===== src/rtl/rdwin_pkg.sv =====
package rdwin_pkg;

  localparam int DW = 32;

  typedef enum logic [1:0] {TR_IDLE, TR_WRITE, TR_RD_REQ, TR_RD_WAIT} trial_st_e;
  typedef enum logic [1:0] {SW_IDLE, SW_LAUNCH, SW_RUN} sweep_st_e;
  typedef enum logic [1:0] {CAL_IDLE, CAL_BANK0, CAL_BANK1} cal_st_e;

  // Test word for a given index: seed from bits [5:4], inverted on bit1^bit3.
  function automatic logic [DW-1:0] pattern_word(input int unsigned idx);
    logic [DW-1:0] seed;
    case ((idx >> 4) & 32'd3)
      32'd0:   seed = 32'h0000_0000;
      32'd1:   seed = 32'hAAAA_AAAA;
      32'd2:   seed = 32'hA5A5_A5A5;
      default: seed = 32'hAA55_AA55;
    endcase
    if ((((idx >> 1) ^ (idx >> 3)) & 32'd1) != 32'd0) return ~seed;
    return seed;
  endfunction

  // Floor of the average of two codes.
  function automatic int unsigned floor_mid(input int unsigned a, input int unsigned b);
    return (a + b) >> 1;
  endfunction

endpackage


===== src/rtl/rdwin_trial.sv =====
module rdwin_trial
  import rdwin_pkg::*;
#(
  parameter int WORDS  = 64,
  parameter int READS  = 10,
  parameter int ADDR_W = 32
) (
  input  logic              clk,
  input  logic              rst_n,
  input  logic              go,
  input  logic [ADDR_W-1:0] base,
  output logic              mem_wr,
  output logic              mem_rd,
  output logic [ADDR_W-1:0] mem_addr,
  output logic [DW-1:0]     mem_wdata,
  input  logic [DW-1:0]     mem_rdata,
  input  logic              mem_rvalid,
  output logic              fin,
  output logic              pass
);

  localparam int IDX_W = (WORDS > 1) ? $clog2(WORDS) : 1;
  localparam int REP_W = (READS > 1) ? $clog2(READS) : 1;
  localparam logic [IDX_W-1:0] LAST_IDX = IDX_W'(WORDS - 1);
  localparam logic [REP_W-1:0] LAST_REP = REP_W'(READS - 1);

  trial_st_e        st;
  logic [IDX_W-1:0] idx;
  logic [REP_W-1:0] rep;

  logic [DW-1:0] expect_w;
  logic          resp_ok, miscmp, word_done, all_done;

  assign expect_w  = pattern_word(32'(idx));
  assign resp_ok   = (st == TR_RD_WAIT) && mem_rvalid && (mem_rdata == expect_w);
  assign miscmp    = (st == TR_RD_WAIT) && mem_rvalid && (mem_rdata != expect_w);
  assign word_done = resp_ok && (rep == LAST_REP);
  assign all_done  = word_done && (idx == LAST_IDX);

  assign mem_wr    = (st == TR_WRITE);
  assign mem_rd    = (st == TR_RD_REQ);
  assign mem_addr  = base + ADDR_W'({idx, 2'b00});
  assign mem_wdata = expect_w;

  always_ff @(posedge clk) begin
    if (!rst_n) begin
      st   <= TR_IDLE;
      idx  <= '0;
      rep  <= '0;
      fin  <= 1'b0;
      pass <= 1'b0;
    end else begin
      fin  <= 1'b0;
      pass <= 1'b0;
      case (st)
        TR_IDLE: if (go) begin
          idx <= '0;
          st  <= TR_WRITE;
        end
        TR_WRITE: begin
          if (idx == LAST_IDX) begin
            idx <= '0;
            rep <= '0;
            st  <= TR_RD_REQ;
          end else begin
            idx <= idx + 1'b1;
          end
        end
        TR_RD_REQ: st <= TR_RD_WAIT;
        TR_RD_WAIT: begin
          if (miscmp) begin
            fin <= 1'b1;
            st  <= TR_IDLE;
          end else if (all_done) begin
            fin  <= 1'b1;
            pass <= 1'b1;
            st   <= TR_IDLE;
          end else if (word_done) begin
            idx <= idx + 1'b1;
            rep <= '0;
            st  <= TR_RD_REQ;
          end else if (resp_ok) begin
            rep <= rep + 1'b1;
            st  <= TR_RD_REQ;
          end
        end
        default: st <= TR_IDLE;
      endcase
    end
  end

  AST_MISMATCH_ABORTS: assert property (@(posedge clk) disable iff (!rst_n)
    miscmp |=> (fin && !pass && !mem_rd && !mem_wr));

  AST_READ_WAITS_VALID: assert property (@(posedge clk) disable iff (!rst_n)
    (st == TR_RD_WAIT && !mem_rvalid) |=> (st == TR_RD_WAIT && !mem_rd));

endmodule


===== src/rtl/rdwin_sweep.sv =====
module rdwin_sweep
  import rdwin_pkg::*;
#(
  parameter int CODE_W = 9,
  parameter int WORDS  = 64,
  parameter int READS  = 10,
  parameter int ADDR_W = 32
) (
  input  logic              clk,
  input  logic              rst_n,
  input  logic              go,
  input  logic [ADDR_W-1:0] base,
  output logic              mem_wr,
  output logic              mem_rd,
  output logic [ADDR_W-1:0] mem_addr,
  output logic [DW-1:0]     mem_wdata,
  input  logic [DW-1:0]     mem_rdata,
  input  logic              mem_rvalid,
  output logic [CODE_W-1:0] code,
  output logic              sw_done,
  output logic              found,
  output logic [CODE_W-1:0] result
);

  localparam logic [CODE_W-1:0] MAX_CODE = '1;

  sweep_st_e         st;
  logic [CODE_W-1:0] code_q, first_q, last_q;
  logic              have_first;

  logic t_go, t_fin, t_pass;
  logic pass_evt, fail_evt, close_evt, at_top;

  assign t_go = (st == SW_LAUNCH);

  rdwin_trial #(.WORDS(WORDS), .READS(READS), .ADDR_W(ADDR_W)) u_trial (
    .clk        (clk),
    .rst_n      (rst_n),
    .go         (t_go),
    .base       (base),
    .mem_wr     (mem_wr),
    .mem_rd     (mem_rd),
    .mem_addr   (mem_addr),
    .mem_wdata  (mem_wdata),
    .mem_rdata  (mem_rdata),
    .mem_rvalid (mem_rvalid),
    .fin        (t_fin),
    .pass       (t_pass)
  );

  assign pass_evt  = (st == SW_RUN) && t_fin && t_pass;
  assign fail_evt  = (st == SW_RUN) && t_fin && !t_pass;
  assign close_evt = fail_evt && have_first;
  assign at_top    = (code_q == MAX_CODE);

  assign code   = code_q;
  assign result = CODE_W'(floor_mid(32'(first_q), 32'(last_q)));

  always_ff @(posedge clk) begin
    if (!rst_n) begin
      st         <= SW_IDLE;
      code_q     <= '0;
      first_q    <= '0;
      last_q     <= MAX_CODE;
      have_first <= 1'b0;
      found      <= 1'b0;
      sw_done    <= 1'b0;
    end else begin
      sw_done <= 1'b0;
      case (st)
        SW_IDLE: if (go) begin
          code_q     <= '0;
          first_q    <= '0;
          last_q     <= MAX_CODE;
          have_first <= 1'b0;
          found      <= 1'b0;
          st         <= SW_LAUNCH;
        end
        SW_LAUNCH: st <= SW_RUN;
        SW_RUN: begin
          if (pass_evt) begin
            if (!have_first) begin
              first_q    <= code_q;
              have_first <= 1'b1;
            end
            if (at_top) begin
              sw_done <= 1'b1;
              found   <= 1'b1;
              st      <= SW_IDLE;
            end else begin
              code_q <= code_q + 1'b1;
              st     <= SW_LAUNCH;
            end
          end else if (fail_evt) begin
            if (have_first) begin
              last_q  <= code_q - 1'b1;
              sw_done <= 1'b1;
              found   <= 1'b1;
              st      <= SW_IDLE;
            end else if (at_top) begin
              sw_done <= 1'b1;
              found   <= 1'b0;
              st      <= SW_IDLE;
            end else begin
              code_q <= code_q + 1'b1;
              st     <= SW_LAUNCH;
            end
          end
        end
        default: st <= SW_IDLE;
      endcase
    end
  end

  AST_CODE_ASCENDS: assert property (@(posedge clk) disable iff (!rst_n)
    (code_q != $past(code_q)) |-> (code_q == $past(code_q) + 1'b1 || code_q == '0));

  AST_START_LATCHED_ONCE: assert property (@(posedge clk) disable iff (!rst_n)
    (have_first && $past(have_first)) |-> $stable(first_q));

  AST_CLOSE_STOPS_SWEEP: assert property (@(posedge clk) disable iff (!rst_n)
    close_evt |=> (sw_done && st == SW_IDLE && last_q == $past(code_q) - 1'b1));

endmodule


===== src/rtl/rdwin_cal.sv =====
module rdwin_cal
  import rdwin_pkg::*;
#(
  parameter int                CODE_W     = 9,
  parameter int                WORDS      = 64,
  parameter int                READS      = 10,
  parameter int                ADDR_W     = 32,
  parameter logic [ADDR_W-1:0] BANK0_BASE = 32'h0000_0000,
  parameter logic [ADDR_W-1:0] BANK1_BASE = 32'h0800_0000,
  parameter logic [DW-1:0]     TR_BASE    = 32'h8080_0800
) (
  input  logic              clk,
  input  logic              rst_n,
  input  logic              start,
  output logic              done,
  output logic              err,
  output logic              mem_wr,
  output logic              mem_rd,
  output logic [ADDR_W-1:0] mem_addr,
  output logic [DW-1:0]     mem_wdata,
  input  logic [DW-1:0]     mem_rdata,
  input  logic              mem_rvalid,
  output logic [CODE_W-1:0] delay_code,
  output logic [DW-1:0]     timing_word
);

  cal_st_e           st;
  logic              sw_go, found0, busy;
  logic [CODE_W-1:0] res0, final_q;
  logic [ADDR_W-1:0] bank_base;

  logic              sw_done, sw_found;
  logic [CODE_W-1:0] sw_code, sw_res;

  assign busy      = (st != CAL_IDLE);
  assign bank_base = (st == CAL_BANK1) ? BANK1_BASE : BANK0_BASE;

  rdwin_sweep #(.CODE_W(CODE_W), .WORDS(WORDS), .READS(READS), .ADDR_W(ADDR_W)) u_sweep (
    .clk        (clk),
    .rst_n      (rst_n),
    .go         (sw_go),
    .base       (bank_base),
    .mem_wr     (mem_wr),
    .mem_rd     (mem_rd),
    .mem_addr   (mem_addr),
    .mem_wdata  (mem_wdata),
    .mem_rdata  (mem_rdata),
    .mem_rvalid (mem_rvalid),
    .code       (sw_code),
    .sw_done    (sw_done),
    .found      (sw_found),
    .result     (sw_res)
  );

  assign delay_code  = busy ? sw_code : final_q;
  assign timing_word = TR_BASE | DW'(delay_code);

  always_ff @(posedge clk) begin
    if (!rst_n) begin
      st      <= CAL_IDLE;
      sw_go   <= 1'b0;
      res0    <= '0;
      found0  <= 1'b0;
      final_q <= '0;
      done    <= 1'b0;
      err     <= 1'b0;
    end else begin
      sw_go <= 1'b0;
      done  <= 1'b0;
      case (st)
        CAL_IDLE: if (start) begin
          err   <= 1'b0;
          sw_go <= 1'b1;
          st    <= CAL_BANK0;
        end
        CAL_BANK0: if (sw_done) begin
          res0   <= sw_res;
          found0 <= sw_found;
          sw_go  <= 1'b1;
          st     <= CAL_BANK1;
        end
        CAL_BANK1: if (sw_done) begin
          final_q <= CODE_W'(floor_mid(32'(res0), 32'(sw_res)));
          err     <= !(found0 && sw_found);
          done    <= 1'b1;
          st      <= CAL_IDLE;
        end
        default: st <= CAL_IDLE;
      endcase
    end
  end

  AST_DONE_SINGLE: assert property (@(posedge clk) disable iff (!rst_n)
    done |=> !done);

  AST_CODE_HELD_IDLE: assert property (@(posedge clk) disable iff (!rst_n)
    (!busy && !start) |=> $stable(delay_code));

  AST_BUSY_START_IGNORED: assert property (@(posedge clk) disable iff (!rst_n)
    (busy && start && !sw_done) |=> !sw_go);

  AST_ERR_WITH_DONE: assert property (@(posedge clk) disable iff (!rst_n)
    $rose(err) |-> done);

endmodule


===== config.mk =====
export PLATFORM = sky130hd
export DESIGN_NAME = rdwin_cal
export DESIGN_NICKNAME = d
export VERILOG_FILES = /design/src/rtl/rdwin_pkg.sv /design/src/rtl/rdwin_trial.sv /design/src/rtl/rdwin_sweep.sv /design/src/rtl/rdwin_cal.sv
export SDC_FILE = /design/constraint.sdc
export NUM_CORES = 1
export LEC_CHECK = 0
export ABC_CLOCK_PERIOD_IN_PS = 3190
export BUFFER_PORTS_ARGS = -buffer_cell sky130_fd_sc_hd__buf_2
export CORE_UTILIZATION = 48
export CTS_CLUSTER_DIAMETER = 120
export DETAILED_ROUTE_END_ITERATION = 6
export GPL_TIMING_DRIVEN = 0
export HOLD_SLACK_MARGIN = 0.15
export PLACE_DENSITY = 0.85
export SLEW_MARGIN = 20
export SYNTH_ARGS = -nofsm -noshare
export SYNTH_HDL_FRONTEND = slang
export SYNTH_SLANG_ARGS = --single-unit
export TNS_END_PERCENT = 10

===== constraint.sdc =====
create_clock -name clk -period 3.19 [get_ports clk]
set_input_delay 0.4785 -clock clk [delete_from_list [all_inputs] [get_ports clk]]
set_output_delay 0.4785 -clock clk [all_outputs]
set_load 0.005 [all_outputs]

# Yosys cells after proc, flatten, opt, wreduce, memory -nomap -nowiden

Cells that the tools add are included.

Register bits after elaboration: 70
Input bits: 36
Output and inout bits: 109

$add $sub $neg: 7
Equality and inequality tests: 34
Mux-type cells: 70
Bitwise gates (word level): 4
Reduce and logical (&&, ||, !) cells: 37

Operator list:

| kind                                           | count |
|---|---|
| 2-to-1 mux 9 bit                               | 12 |
| case mux 32 bit (3 select lines)               | 1 |
| 2-to-1 mux 32 bit                              | 2 |
| case mux 9 bit (2 select lines)                | 3 |
| equality test 32 bit                           | 1 |
| logical NOT 32 bit                             | 1 |
| != test 32 bit                                 | 1 |
| NOT 32 bit                                     | 1 |
| 2-to-1 mux 6 bit                               | 5 |
| adder 28 x 8 -> 29 bit                         | 1 |
| 2-to-1 mux 28 bit                              | 1 |
| 2-to-1 mux 2 bit                               | 13 |
| adder 9 x 9 -> 10 bit                          | 2 |
| 2-to-1 mux 4 bit                               | 5 |
| AND reduction 5 bit                            | 4 |
| 2-to-1 mux 1 bit                               | 19 |
| case mux 6 bit (3 select lines)                | 1 |
| != test 2 x 1 -> 1 bit (second input constant) | 7 |
| != test 2 bit (second input constant)          | 7 |
| case mux 2 bit (3 select lines)                | 2 |
| AND reduction 2 bit                            | 6 |
| AND reduction 3 bit                            | 4 |
| equality test 2 bit (second input constant)    | 5 |
| adder 9 x 1 -> 9 bit (second input constant)   | 1 |
| other kinds (23)                               | 47 |

# Longest topological paths before layout

Gate-level depths: netlist of the first run.

Word-level depth: 12
Mapped depth: 13
Gate-level depth less buffers: 13

# Hierarchy

From an unflattened synthesis of the first run, not the netlist that was laid out.

Cells, all modules: 682
Area total of the unflattened synthesis: 5457.7 µm²

Modules (own cells, without submodules):

| module      | instances | cells each | area an instance (µm²) | seq. area each (µm²) |
|---|---|---|---|---|
| rdwin_trial | 1         | 268        | 1996.9                 | 280.3 |
| rdwin_sweep | 1         | 226        | 1863.0                 | 640.6 |
| rdwin_cal   | 1         | 188        | 1597.8                 | 480.5 |

# Worst setup path after synthesis of the first run

Ideal clock, no wire load.

Kind: reg-to-reg
Start point: register u_sweep.first_q[0]
End point: register final_q[6]
Library setup time: 0.062 ns
Arrival: 3.126 ns
Data required time: 3.128 ns
Slack: 0.002 ns
Cell stages (with the launch flop): 12
Buffers on the path: 0
Clock period less this slack: 3.188 ns
Cell sequence: dfxtp_1 -> and2_1 -> fa_1 -> a21o_1 -> a21oi_1 -> o21bai_1 -> a2111oi_0 -> o21a_1 -> nor2_1 -> ha_1 -> or4b_2 -> nand3_1

Cells in the longest elaborated chain, start to end: 2

Ends and longest elaborated chain:

| item                   | line              | text |
|---|---|---|
| from (decl)            | rdwin_sweep.sv:28 | `logic [CODE_W-1:0] code_q, first_q, last_q;` |
| from (signal assigned) | rdwin_sweep.sv:83 | `first_q <= code_q;` |
| adder 9 x 9 -> 10 bit  | rdwin_pkg.sv:24   | `return (a + b) >> 1;` |
| named net sw_res[7]    | rdwin_cal.sv:33   | `logic [CODE_W-1:0] sw_code, sw_res;` |
| adder 9 x 9 -> 10 bit  | rdwin_pkg.sv:24   |  |
| to (signal assigned)   | rdwin_cal.sv:83   | `final_q <= CODE_W'(floor_mid(32'(res0), 32'(sw_res)));` |
| to (decl)              | rdwin_cal.sv:29   | `logic [CODE_W-1:0] res0, final_q;` |

The timed path passes the listed nets, and every way through them passes these cells.
A chain may end at the register's enable or synchronous reset.

# Final worst setup path of the first run

Same ends and word-level chain as after synthesis.

==> summary.md, run 1 <==
| Metric | Value |
|---|---|
| Outcome | finished, final reports clean |
| Mapped Cells | 625 |
| Row cnt | 37 |
| Global-route wire length before repair | 19.9 mm |
| Crit-path max FO | 5 |
| Final setup fails | 0 |
| Worst-Skew Late Latency | 0.35 ns |
| Clk pwr share | 0.395 |
| Post-route cell area | 6280 um2 |
| H-Tree Depth | 3 |
| Post-synthesis sequential area ratio | 0.273 |
| Post-synth EDFFs | 0 |
| Synth unique cells | 67 |
| Peak VDD IR | 0.000170 V |
| CP endpoint kind | flip-flop |
| DRC | 0 |
| CTS Buffer Depth | 2 |
| GRT overflow | 0 |
| Avg Inst Size Synth | 8.22 um2 |
| Chip height | 105 um |
| Max_cap viols | 0 |
| Crit path DAT | 3.40 ns |
| Final Skew | 0.0164 ns |
| Worst path slowest cell | or4b_2 |
| CTS root buf | clkbuf_8 |
| Least-Margin Pin Slew | 0.795 ns |
| Max-slew violations | 0 |
| Hold Path Class | in2reg |
| Post-Place Cell Area | 5960 um2 |
| IO Pins | 145 |
| WL/cell | 13.1 um |
| Crit path buf inv count | 0 |
| Dpl ws | -0.335 ns |
| Cell Area, Synth | 5140 um2 |
| Hold_ws | 0.452 ns |
| Ys async rst share | 0 |
| Seq pwr share | 0.487 |
| Hold path start | start |
| Tot GR Track Use | 0.221 |
| Layout cells sized above 1 | 0.304 |
| Placer Congestion | 0.868 |
| Worst Reg-to-Reg Cells | 11 |
| Worst hold stages | 3 |
| Psw | 0.000478 W |
| Tmin final | 3.12 ns |
| WL final | 12.1 mm |
| Ys flop type | dfxtp_1 |
| Tot Pwr | 0.00183 W |
| DRT Pass-1 Iters | 5 |
| Antenna violations before repair | 0 |
| Crit path kind | reg2reg |
| Largest net degree at the start of global routing | 14 |
| Fin. Hold Viols | 0 |
| Final Util | 0.606 |
| Combinational fraction of design power | 0.119 |
| Startpoint class of the critical path | flip-flop |
| Area Overhead vs Synth | 22.3% |
| Slew HR | 0.470 |
| Sw frac | 0.262 |
| Port Buffers | 96 |
| Reg2reg end | final_q[6]$_SDFFE_PN0P_ |
| Final nets | 846 |
| Diodes inserted | 0 |
| CP delay by family, top | compound AO/OA/AOI/OAI gates |
| Antenna-violating nets left | 0 |
| Vias per cell | 5.02 |
| Register-to-register setup slack | 0.07 ns |
| Internal power | 0.00135 W |
| Post-CTS Hold Fix Bufs | 0 |
| RSZ-0062 raised after global routing | true |
| Core box area | 10,400 um2 |
| Detailed Route Iter0 Violations | 249 |
| Die span in x | 105 um |
| Crit-path cells | and2_1, fa_2, a21o_1, a21oi_2, o21bai_2, a2111oi_4, o21a_1, nor2_1, ha_1, or4b_2, nand3_1 |
| PwrDens | 291 nW/um2 |
| Vias | 4,633 |
| Hold Path Sink | sw_go$_SDFF_PN0_ |
| Worst setup path start | u_sweep.first_q[0]$_SDFFE_PN0P_ |
| Cts bufs inserted | 9 |
| Starting Density | 0.495 |
| F_max | 321 MHz |
| Post-synthesis register bit count | 70 |
| CTS sink count | 70 |
| Final period utilization | 0.978 |
| Number of global-route vias before repair | 4,256 |
| Most frequent cells in the layout | 98 x buf_2, 84 x buf_4, 74 x nand2_1, 68 x dfxtp_1, 48 x conb_1 |
| Synth warn | 0 |
| CTS tree | yes |
| Critical Path RT | 3.47 ns |
| Worst-path clk slew | 0.08 ns |
| Post-DP HPWL | 9.20 mm |
| Setup ws final | 0.0715 ns |
| P_leak | 3.17 nW |
| Slowest Stage Delay on Critical Path | 0.67 ns |
| Die ar. | 11,100 um2 |
| R2R Path Start | u_sweep.first_q[0]$_SDFFE_PN0P_ |
| Commonest non-fill, non-tap cell in the layout | buf_2 |
registers in the layout, summed over array words and instances (netlist names):
| signal | cells |
|---|---|
| err | 1 |
| sw_go | 1 |
| final_q | 9 |
| u_sweep.code | 9 |
| res0 | 9 |
| u_sweep.u_trial.idx | 6 |
| u_sweep.u_trial.fin | 1 |
| u_sweep.last_q | 9 |
| u_sweep.first_q | 9 |
| u_sweep.st | 2 |
| u_sweep.sw_done | 1 |
| u_sweep.u_trial.st | 2 |
| u_sweep.u_trial.pass | 1 |
| u_sweep.u_trial.rep | 4 |
| done | 1 |
| found0 | 1 |
| u_sweep.found | 1 |
| u_sweep.have_first | 1 |
| st | 2 |
worst min-delay path, cell delays in order:
cell and delay [ns]:
buf_2 0.11, nand2_1 0.09, a21boi_0 0.08
Yosys cell counts (6+ instances only):
cell type | n | area share
mux2i_1 | 13 | 0.025
clkbuf_1 | 24 | 0.018
and2_1 | 12 | 0.015
nand4_1 | 11 | 0.013
xnor2_1 | 13 | 0.022
nor2_1 | 37 | 0.027
a21oi_1 | 26 | 0.025
nor3_1 | 6 | 0.0058
a21o_1 | 7 | 0.010
o21ai_0 | 18 | 0.018
buf_4 | 81 | 0.12
nor2b_1 | 14 | 0.017
nand3_1 | 21 | 0.020
and3_1 | 12 | 0.015
inv_1 | 18 | 0.013
dfxtp_1 | 70 | 0.27
nand2b_1 | 9 | 0.011
a21boi_0 | 21 | 0.031
ha_1 | 27 | 0.066
mux2_2 | 6 | 0.013
nand2_1 | 74 | 0.054
xor2_1 | 8 | 0.014
logic make-up after synthesis:
logic type / Yosys count / synth area share
AOI/OAI and AO/OA: 117 / 0.160
xor gates and xnor gates: 27 / 0.0619
adders and majority gates: 29 / 0.0736
buffers and inverters: 128 / 0.157
DFF: 70 / 0.273
muxes: 19 / 0.0385
other: 2 / 0.00146
and+or+nand+nor: 233 / 0.235
worst max path at each step:
stage | cells past startpoint | slack, ns | endpoint
final | 11 | 0.07 | final_q[6]$_SDFFE_PN0P_
after global routing | 12 | -0.03 | final_q[6]$_SDFFE_PN0P_
after CTS | 12 | 0.02 | final_q[8]$_SDFFE_PN0P_
after detailed placement | 13 | -0.33 | final_q[7]$_SDFFE_PN0P_
after global placement | 11 | -0.27 | final_q[6]$_SDFFE_PN0P_
after floorplan | 11 | 0.002 | final_q[6]$_SDFFE_PN0P_
area by class of cell:
class | count | area (um2)
inverters | 19 | 76.3
repair buffers | 99 | 503
multi-input cells | 473 | 3200
flip-flops and latches | 70 | 1400
fillers | 935 | 4090
clock buffers | 9 | 124
plain buffers | 109 | 731
well taps | 136 | 170
clock inverters | 7 | 73.8
layer usage:
metal  part of all wire  vias to the layer above  GRT usage
li1                   -                     2350          -
met1               0.41                     2081      0.265
met2               0.49                      186      0.398
met3              0.073                       16     0.0396
met4              0.021                        0     0.0714
met5                  0                        -          0
power groups by stage:
stage,sequential [W],combinational (W),clock (W)
after floorplan,0.000907,0.000150,0
after global placement,0.000908,0.000204,0
after detailed placement,0.000908,0.000207,0
after CTS,0.000888,0.000209,0.000728
after global routing,0.000889,0.000239,0.000773
final,0.000888,0.000217,0.000720
per-stage QoR:
step / cells / setup TNS (ns)
final: 922 / 0
after global routing: 922 / -0.0547
after CTS: 920 / 0
after detailed placement: 903 / -0.925
after global placement: 903 / -0.751
after floorplan: 671 / 0
repair_timing:
action / CTS / global route
gates resized for setup: 8 / 13
pin swaps: 3 / 5
setup buffers: 1 / 2
setup endpoints to repair: 3 / 9
hold endpoints to repair: 0 / 0
Note: power is estimated with default switching activity, not from simulation.
==> run 2, diff against run 1 <==
--- a/config.mk
+++ b/config.mk
@@ -12,6 +12,7 @@
 export DETAILED_ROUTE_END_ITERATION = 6
 export GPL_TIMING_DRIVEN = 0
 export HOLD_SLACK_MARGIN = 0.15
+export MAX_ROUTING_LAYER = met4
 export PLACE_DENSITY = 0.85
 export SLEW_MARGIN = 20
 export SYNTH_ARGS = -nofsm -noshare
==> run 2 against run 1 <==
Compared with the run above: first-iteration DRC count is 5.2% higher; highest routed layer unchanged; combinational power hardly changed; routed wire length grew 0.23%.
==> summary.md, run 2 (same netlist as run 1, synthesis figures left out) <==
| Metric | Value |
|---|---|
| Final period utilization | 0.979 (was 0.978) |
| IO Pins | 145 (unchanged) |
| Row cnt | 37 (unchanged) |
| Combinational fraction of design power | 0.119 (about the same) |
| Post-CTS Hold Fix Bufs | 0 (unchanged) |
| GRT overflow | 0 (unchanged) |
| Clk pwr share | 0.395 (about the same) |
| Largest net degree at the start of global routing | 14 (unchanged) |
| Post-DP HPWL | 9.20 mm (unchanged) |
| Final nets | 846 (unchanged) |
| Tot GR Track Use | 0.227 (was 0.221) |
| P_leak | 3.17 nW (unchanged) |
| Post-route cell area | 6280 um2 (unchanged) |
| Final setup fails | 0 (unchanged) |
| DRT Pass-1 Iters | 5 (unchanged) |
| CTS tree | yes (unchanged) |
| Vias | 4,651 (was 4,633) |
| CTS root buf | clkbuf_8 (unchanged) |
| Seq pwr share | 0.486 (was 0.487) |
| Worst-path clk slew | 0.08 ns (about the same) |
| Fill cells | 935 (unchanged) |
| Tmin final | 3.12 ns (about the same) |
| Max_cap viols | 0 (unchanged) |
| Number of global-route vias before repair | 4,261 (was 4,256) |
| Crit path kind | reg2reg (unchanged) |
| Worst-Skew Late Latency | 0.35 ns (about the same) |
| Final Skew | 0.0152 ns (was 0.0164 ns) |
| Cts bufs inserted | 9 (unchanged) |
| Antenna violations before repair | 0 (unchanged) |
| Global-route wire length before repair | 19.8 mm (was 19.9 mm) |
| Startpoint class of the critical path | flip-flop (unchanged) |
| Sw frac | 0.263 (was 0.262) |
| Die ar. | 11,100 um2 (unchanged) |
| Crit-path max FO | 5 (unchanged) |
| Final Util | 0.606 (unchanged) |
| Vias per cell | 5.04 (was 5.02) |
| Diodes inserted | 0 (unchanged) |
| Setup TNS | 0 ns (unchanged) |
| Max-slew violations | 0 (unchanged) |
| Placed Cells | 903 (unchanged) |
| Layout cells sized above 1 | 0.304 (unchanged) |
| Fin. Hold Viols | 0 (unchanged) |
| WL/cell | 13.1 um (about the same) |
| Fin cells | 922 (unchanged) |
| WL final | 12.1 mm (about the same) |
| Peak VDD IR | 0.000170 V (about the same) |
| RSZ-0062 raised after global routing | true (unchanged) |
| Core box area | 10,400 um2 (unchanged) |
| Register-to-register setup slack | 0.07 ns (about the same) |
| Detailed Route Iter0 Violations | 262 (was 249) |
| Most frequent cells in the layout | 98 x buf_2, 84 x buf_4, 74 x nand2_1, 68 x dfxtp_1, 48 x conb_1 (unchanged) |
| Outcome | finished, final reports clean (unchanged) |
| Placer Congestion | 0.882 (was 0.868) |
| Port Buffers | 96 (unchanged) |
| Crit path DAT | 3.41 ns (was 3.40 ns) |
| H-Tree Depth | 3 (unchanged) |
| Antenna-violating nets left | 0 (unchanged) |
| CP endpoint kind | flip-flop (unchanged) |
| Internal power | 0.00135 W (about the same) |
| Psw | 0.000480 W (was 0.000478 W) |
| Least-Margin Pin Slew | 0.781 ns (was 0.795 ns) |
| CTS Buffer Depth | 2 (unchanged) |
| Starting Density | 0.495 (unchanged) |
| Hold Path Class | in2reg (unchanged) |
| Chip height | 105 um (unchanged) |
| F_max | 320 MHz (was 321 MHz) |
| Slew HR | 0.479 (was 0.470) |
| CTS sink count | 70 (unchanged) |
| Post-Place Cell Area | 5960 um2 (unchanged) |
| Area Overhead vs Synth | 22.3% (unchanged) |
| DRC | 0 (unchanged) |
| PwrDens | 291 nW/um2 (about the same) |
| Commonest non-fill, non-tap cell in the layout | buf_2 (unchanged) |
| Die span in x | 105 um (unchanged) |
| Critical Path RT | 3.48 ns (was 3.47 ns) |
[run 2: per-stage QoR]
stage | worst slack [ns] | hold slack (ns) | power [W]
3_3_place_gp | -0.273 | 0.456 | 0.00111
6_report | 0.0678 | 0.454 | 0.00183
5_1_grt | -0.0333 | 0.486 | 0.00190
3_5_place_dp | -0.335 | 0.462 | 0.00111
2_1_floorplan | 0.00205 | 0.437 | 0.00106
4_1_cts | 0.0174 | 0.451 | 0.00182
[run 2: layer usage]
metal	wire length (um)	share of wire	track usage
met1	5080	0.42	0.266
met2	5950	0.49	0.398
met3	821	0.068	0.0371
met4	257	0.021	0.0714
met5	0	0	-
[run 2: worst paths after layout]
check / startpoint / to / cells past startpoint
worst min-delay path: start / sw_go$_SDFF_PN0_ / 3
worst max register to register: u_sweep.first_q[0]$_SDFFE_PN0P_ / final_q[6]$_SDFFE_PN0P_ / 11
worst max-delay path: u_sweep.first_q[0]$_SDFFE_PN0P_ / final_q[6]$_SDFFE_PN0P_ / 11
worst min register to register: u_sweep.first_q[5]$_SDFFE_PN0P_ / u_sweep.first_q[5]$_SDFFE_PN0P_ / 2
[run 2: timing repair]
action | in CTS | in global routing
pin swaps | 3 | 5
setup endpoints to repair | 3 | 9
gates resized for setup | 8 | 13
buffers inserted | 1 | 2
[run 2: final cells by class]
cell class                 instances  area (um2)  share of cell area
buffer                           109         731               0.116
clock buffer                       9         124              0.0197
clock inverter                     7        73.8              0.0118
inverter                          19        76.3              0.0121
multi-input combinational        473        3200               0.509
sequential                        70        1400               0.223
tap                              136         170              0.0271
timing repair buffer              99         503              0.0801
[run 2: worst max-delay path: stages (launching register included)]
cell and delay (ns):
dfxtp_1 0.32, and2_1 0.17, fa_2 0.37, a21o_1 0.18, a21oi_2 0.18, o21bai_2 0.10, a2111oi_4 0.40, o21a_1 0.19
nor2_1 0.04, ha_1 0.35, or4b_2 0.67, nand3_1 0.08
[run 2: power by group through the flow]
stage               Clock, W  Sequential [W]  Combinational, W
floorplan                  0        0.000907          0.000150
global placement           0        0.000908          0.000204
detailed placement         0        0.000908          0.000207
CTS                 0.000728        0.000888          0.000209
global route        0.000773        0.000889          0.000239
finish              0.000722        0.000888          0.000217
==> run 3, diff against run 2 <==
--- a/config.mk
+++ b/config.mk
@@ -5,15 +5,15 @@
 export SDC_FILE = /design/constraint.sdc
 export NUM_CORES = 1
 export LEC_CHECK = 0
-export ABC_CLOCK_PERIOD_IN_PS = 3190
+export ABC_CLOCK_PERIOD_IN_PS = 3900
 export BUFFER_PORTS_ARGS = -buffer_cell sky130_fd_sc_hd__buf_2
-export CORE_UTILIZATION = 48
+export CORE_UTILIZATION = 57
 export CTS_CLUSTER_DIAMETER = 120
 export DETAILED_ROUTE_END_ITERATION = 6
 export GPL_TIMING_DRIVEN = 0
 export HOLD_SLACK_MARGIN = 0.15
 export MAX_ROUTING_LAYER = met4
-export PLACE_DENSITY = 0.85
+export PLACE_DENSITY = 0.94
 export SLEW_MARGIN = 20
 export SYNTH_ARGS = -nofsm -noshare
 export SYNTH_HDL_FRONTEND = slang
==> constraint.sdc (replaced) <==
create_clock -name clk -period 3.9 [get_ports clk]
set_input_delay 0.585 -clock clk [delete_from_list [all_inputs] [get_ports clk]]
set_output_delay 0.585 -clock clk [all_outputs]
set_load 0.005 [all_outputs]
==> run 3 against run 2 <==
Compared with the run above: clock-buffer cell count rose by 3; via count is 2.4% higher; clock skew is 0.0044 ns lower; die area decreased by 15%; combinational power decreased by 19%; non-clock buffer count down 3; clock power is 27% lower; routed wire length up 1.5%; register-to-register slack improved by 0.21 ns; total power is 22% lower; sequential power is 18% lower; sequential cell count unchanged.
==> summary.md, run 3 (same netlist as run 1, synthesis figures left out) <==
| Metric | Value |
|---|---|
| Most frequent CP cell | a21o_1 |
| Post-route cell area | 6100 um2 (was 6280 um2) |
| PostCTS Resize Cnt | 0 (was 8) |
| Number of global-route vias before repair | 4,439 (was 4,261) |
| Crit path kind | reg2reg (unchanged) |
| P_leak | 3.08 nW (was 3.17 nW) |
| Port Buffers | 96 (unchanged) |
| Critical Path RT | 4.13 ns (was 3.48 ns) |
| Worst-Skew Late Latency | 0.34 ns (was 0.35 ns) |
| Final setup fails | 0 (unchanged) |
| Die ar. | 9390 um2 (was 11,100 um2) |
| WL final | 12.3 mm (was 12.1 mm) |
| Fin. Hold Viols | 0 (unchanged) |
| Register-to-register setup slack | 0.28 ns (was 0.07 ns) |
| Layout cells sized above 1 | 0.280 (was 0.304) |
| Most frequent cells in the layout | 98 x buf_2, 81 x buf_4, 74 x nand2_1, 70 x dfxtp_1, 48 x conb_1 (was 98 x buf_2, 84 x buf_4, 74 x nand2_1, 68 x dfxtp_1, 48 x conb_1) |
| CTS root buf | clkbuf_8 (unchanged) |
| Global-route wire length before repair | 19.9 mm (was 19.8 mm) |
| Worst-path clk slew | 0.07 ns (was 0.08 ns) |
| Final Util | 0.699 (was 0.606) |
| Crit-path max FO | 5 (unchanged) |
| Diodes inserted | 0 (unchanged) |
| Outcome | finished, final reports clean (unchanged) |
| Slew HR | 0.446 (was 0.479) |
| Row cnt | 34 (was 37) |
| H-Tree Depth | 3 (unchanged) |
| CTS sink count | 70 (unchanged) |
| Post-DP HPWL | 9.63 mm (was 9.20 mm) |
| DRT Pass-1 Iters | 7 (was 5) |
| Post-CTS Hold Fix Bufs | 0 (unchanged) |
| Commonest non-fill, non-tap cell in the layout | buf_2 (unchanged) |
| Antenna violations before repair | 0 (unchanged) |
| Sw frac | 0.256 (was 0.263) |
| Final Skew | 0.0108 ns (was 0.0152 ns) |
| DRC | 0 (unchanged) |
| Least-Margin Pin Slew | 0.831 ns (was 0.781 ns) |
| Worst path slowest cell | a2111oi_0 (was or4b_2) |
| CTS tree | yes (unchanged) |
| Hold Path Class | reg2reg (was in2reg) |
| Clk pwr share | 0.370 (was 0.395) |
| Placer Congestion | 0.918 (was 0.882) |
| CP endpoint kind | flip-flop (unchanged) |
| Setup TNS | 0 ns (unchanged) |
| Slowest Stage Delay on Critical Path | 0.67 ns (about the same) |
| Chip height | 96.9 um (was 105 um) |
| Startpoint class of the critical path | flip-flop (unchanged) |
| GRT overflow | 0 (unchanged) |
| Area Overhead vs Synth | 18.8% (was 22.3%) |
| Hold_ws | 0.470 ns (was 0.454 ns) |
| Antenna-violating nets left | 0 (unchanged) |
| Final nets | 843 (was 846) |
| Starting Density | 0.589 (was 0.495) |
| Peak VDD IR | 0.000162 V (was 0.000170 V) |
| Final period utilization | 0.929 (was 0.979) |
| Tot GR Track Use | 0.264 (was 0.227) |
| Postcts setup bufs | 0 (was 1) |
| Seq pwr share | 0.508 (was 0.486) |
| CP delay by family, top | compound AO/OA/AOI/OAI gates (unchanged) |
| Post-Place Cell Area | 5920 um2 (was 5960 um2) |
| Max-slew violations | 0 (unchanged) |
| Max_cap viols | 0 (unchanged) |
| Internal power | 0.00106 W (was 0.00135 W) |
| Largest net degree at the start of global routing | 12 (was 14) |
| Crit-path cells | and2_1, fa_1, a21o_1, a21oi_1, o21bai_1, a2111oi_0, o21a_1, nor2_1, ha_1, a21o_1, a31oi_1, mux2i_1, a21boi_0 (was and2_1, fa_2, a21o_1, a21oi_2, o21bai_2, a2111oi_4, o21a_1, nor2_1, ha_1, or4b_2, nand3_1) |
| Psw | 0.000366 W (was 0.000480 W) |
| Tmin final | 3.62 ns (was 3.12 ns) |
| F_max | 276 MHz (was 320 MHz) |
| Crit path buf inv count | 0 (unchanged) |
| Core box area | 8720 um2 (was 10,400 um2) |
| WL/cell | 13.8 um (was 13.1 um) |
| Vias | 4,764 (was 4,651) |
| PwrDens | 234 nW/um2 (was 291 nW/um2) |
| Vias per cell | 5.35 (was 5.04) |
| CTS Buffer Depth | 2 (unchanged) |
| IO Pins | 145 (unchanged) |
| Tot Pwr | 0.00143 W (was 0.00183 W) |
| Combinational fraction of design power | 0.122 (was 0.119) |
| Cts bufs inserted | 9 (unchanged) |
| Detailed Route Iter0 Violations | 253 (was 262) |
| RSZ-0062 raised after global routing | false (was true) |
| Crit path DAT | 3.85 ns (was 3.41 ns) |
| Die span in x | 96.9 um (was 105 um) |
run 3: stage by stage:
step | setup WS (ns) | cells
floorplan | 0.712 | 671
global placement | 0.441 | 875
global route | 0.156 | 890
CTS | 0.314 | 890
detailed placement | 0.313 | 875
finish | 0.276 | 890
run 3: metal layers:
metal  GRT usage  vias to the layer above  routed length [um]
met5           -                        -                   0
met4       0.127                        0                 411
met3      0.0383                       30                 697
met2       0.470                      207                6310
met1       0.288                     2185                4870
li1            -                     2342                   -
run 3: power groups by stage:
stage | Combinational, W | Clock, W | Sequential [W]
2_1_floorplan | 0.000123 | 0 | 0.000742
3_3_place_gp | 0.000165 | 0 | 0.000742
3_5_place_dp | 0.000169 | 0 | 0.000743
4_1_cts | 0.000171 | 0.000536 | 0.000726
5_1_grt | 0.000192 | 0.000569 | 0.000727
6_report | 0.000175 | 0.000528 | 0.000726
run 3: worst paths after layout:
path                                         from                         endpoint  cells past startpoint
hold reg to reg   u_sweep.first_q[7]$_SDFFE_PN0P_  u_sweep.first_q[7]$_SDFFE_PN0P_                      2
setup reg to reg  u_sweep.first_q[0]$_SDFFE_PN0P_          final_q[7]$_SDFFE_PN0P_                     13
hold / removal    u_sweep.first_q[7]$_SDFFE_PN0P_  u_sweep.first_q[7]$_SDFFE_PN0P_                      2
setup / recovery  u_sweep.first_q[0]$_SDFFE_PN0P_          final_q[7]$_SDFFE_PN0P_                     13
run 3: worst register-to-register path, delay by kind of cell, from the launching register on:
kind                     cells  cell delay (ns)
adder cells (fa/ha/maj)      2             0.79
multiplexers                 1             0.27
AO/OA/AOI/OAI                8             1.92
flip-flops                   1             0.32
AND/OR/NAND/NOR              2             0.23
run 3: layout make-up:
| class | instances | area (um2) |
|---|---|---|
| clock inverters | 3 | 20.0 |
| clock buffers | 12 | 155 |
| inverters | 19 | 76.3 |
| fillers | 657 | 2620 |
| repair buffers | 96 | 480 |
| well taps | 108 | 135 |
| plain buffers | 109 | 731 |
| flip-flops and latches | 70 | 1400 |
| multi-input cells | 473 | 3100 |
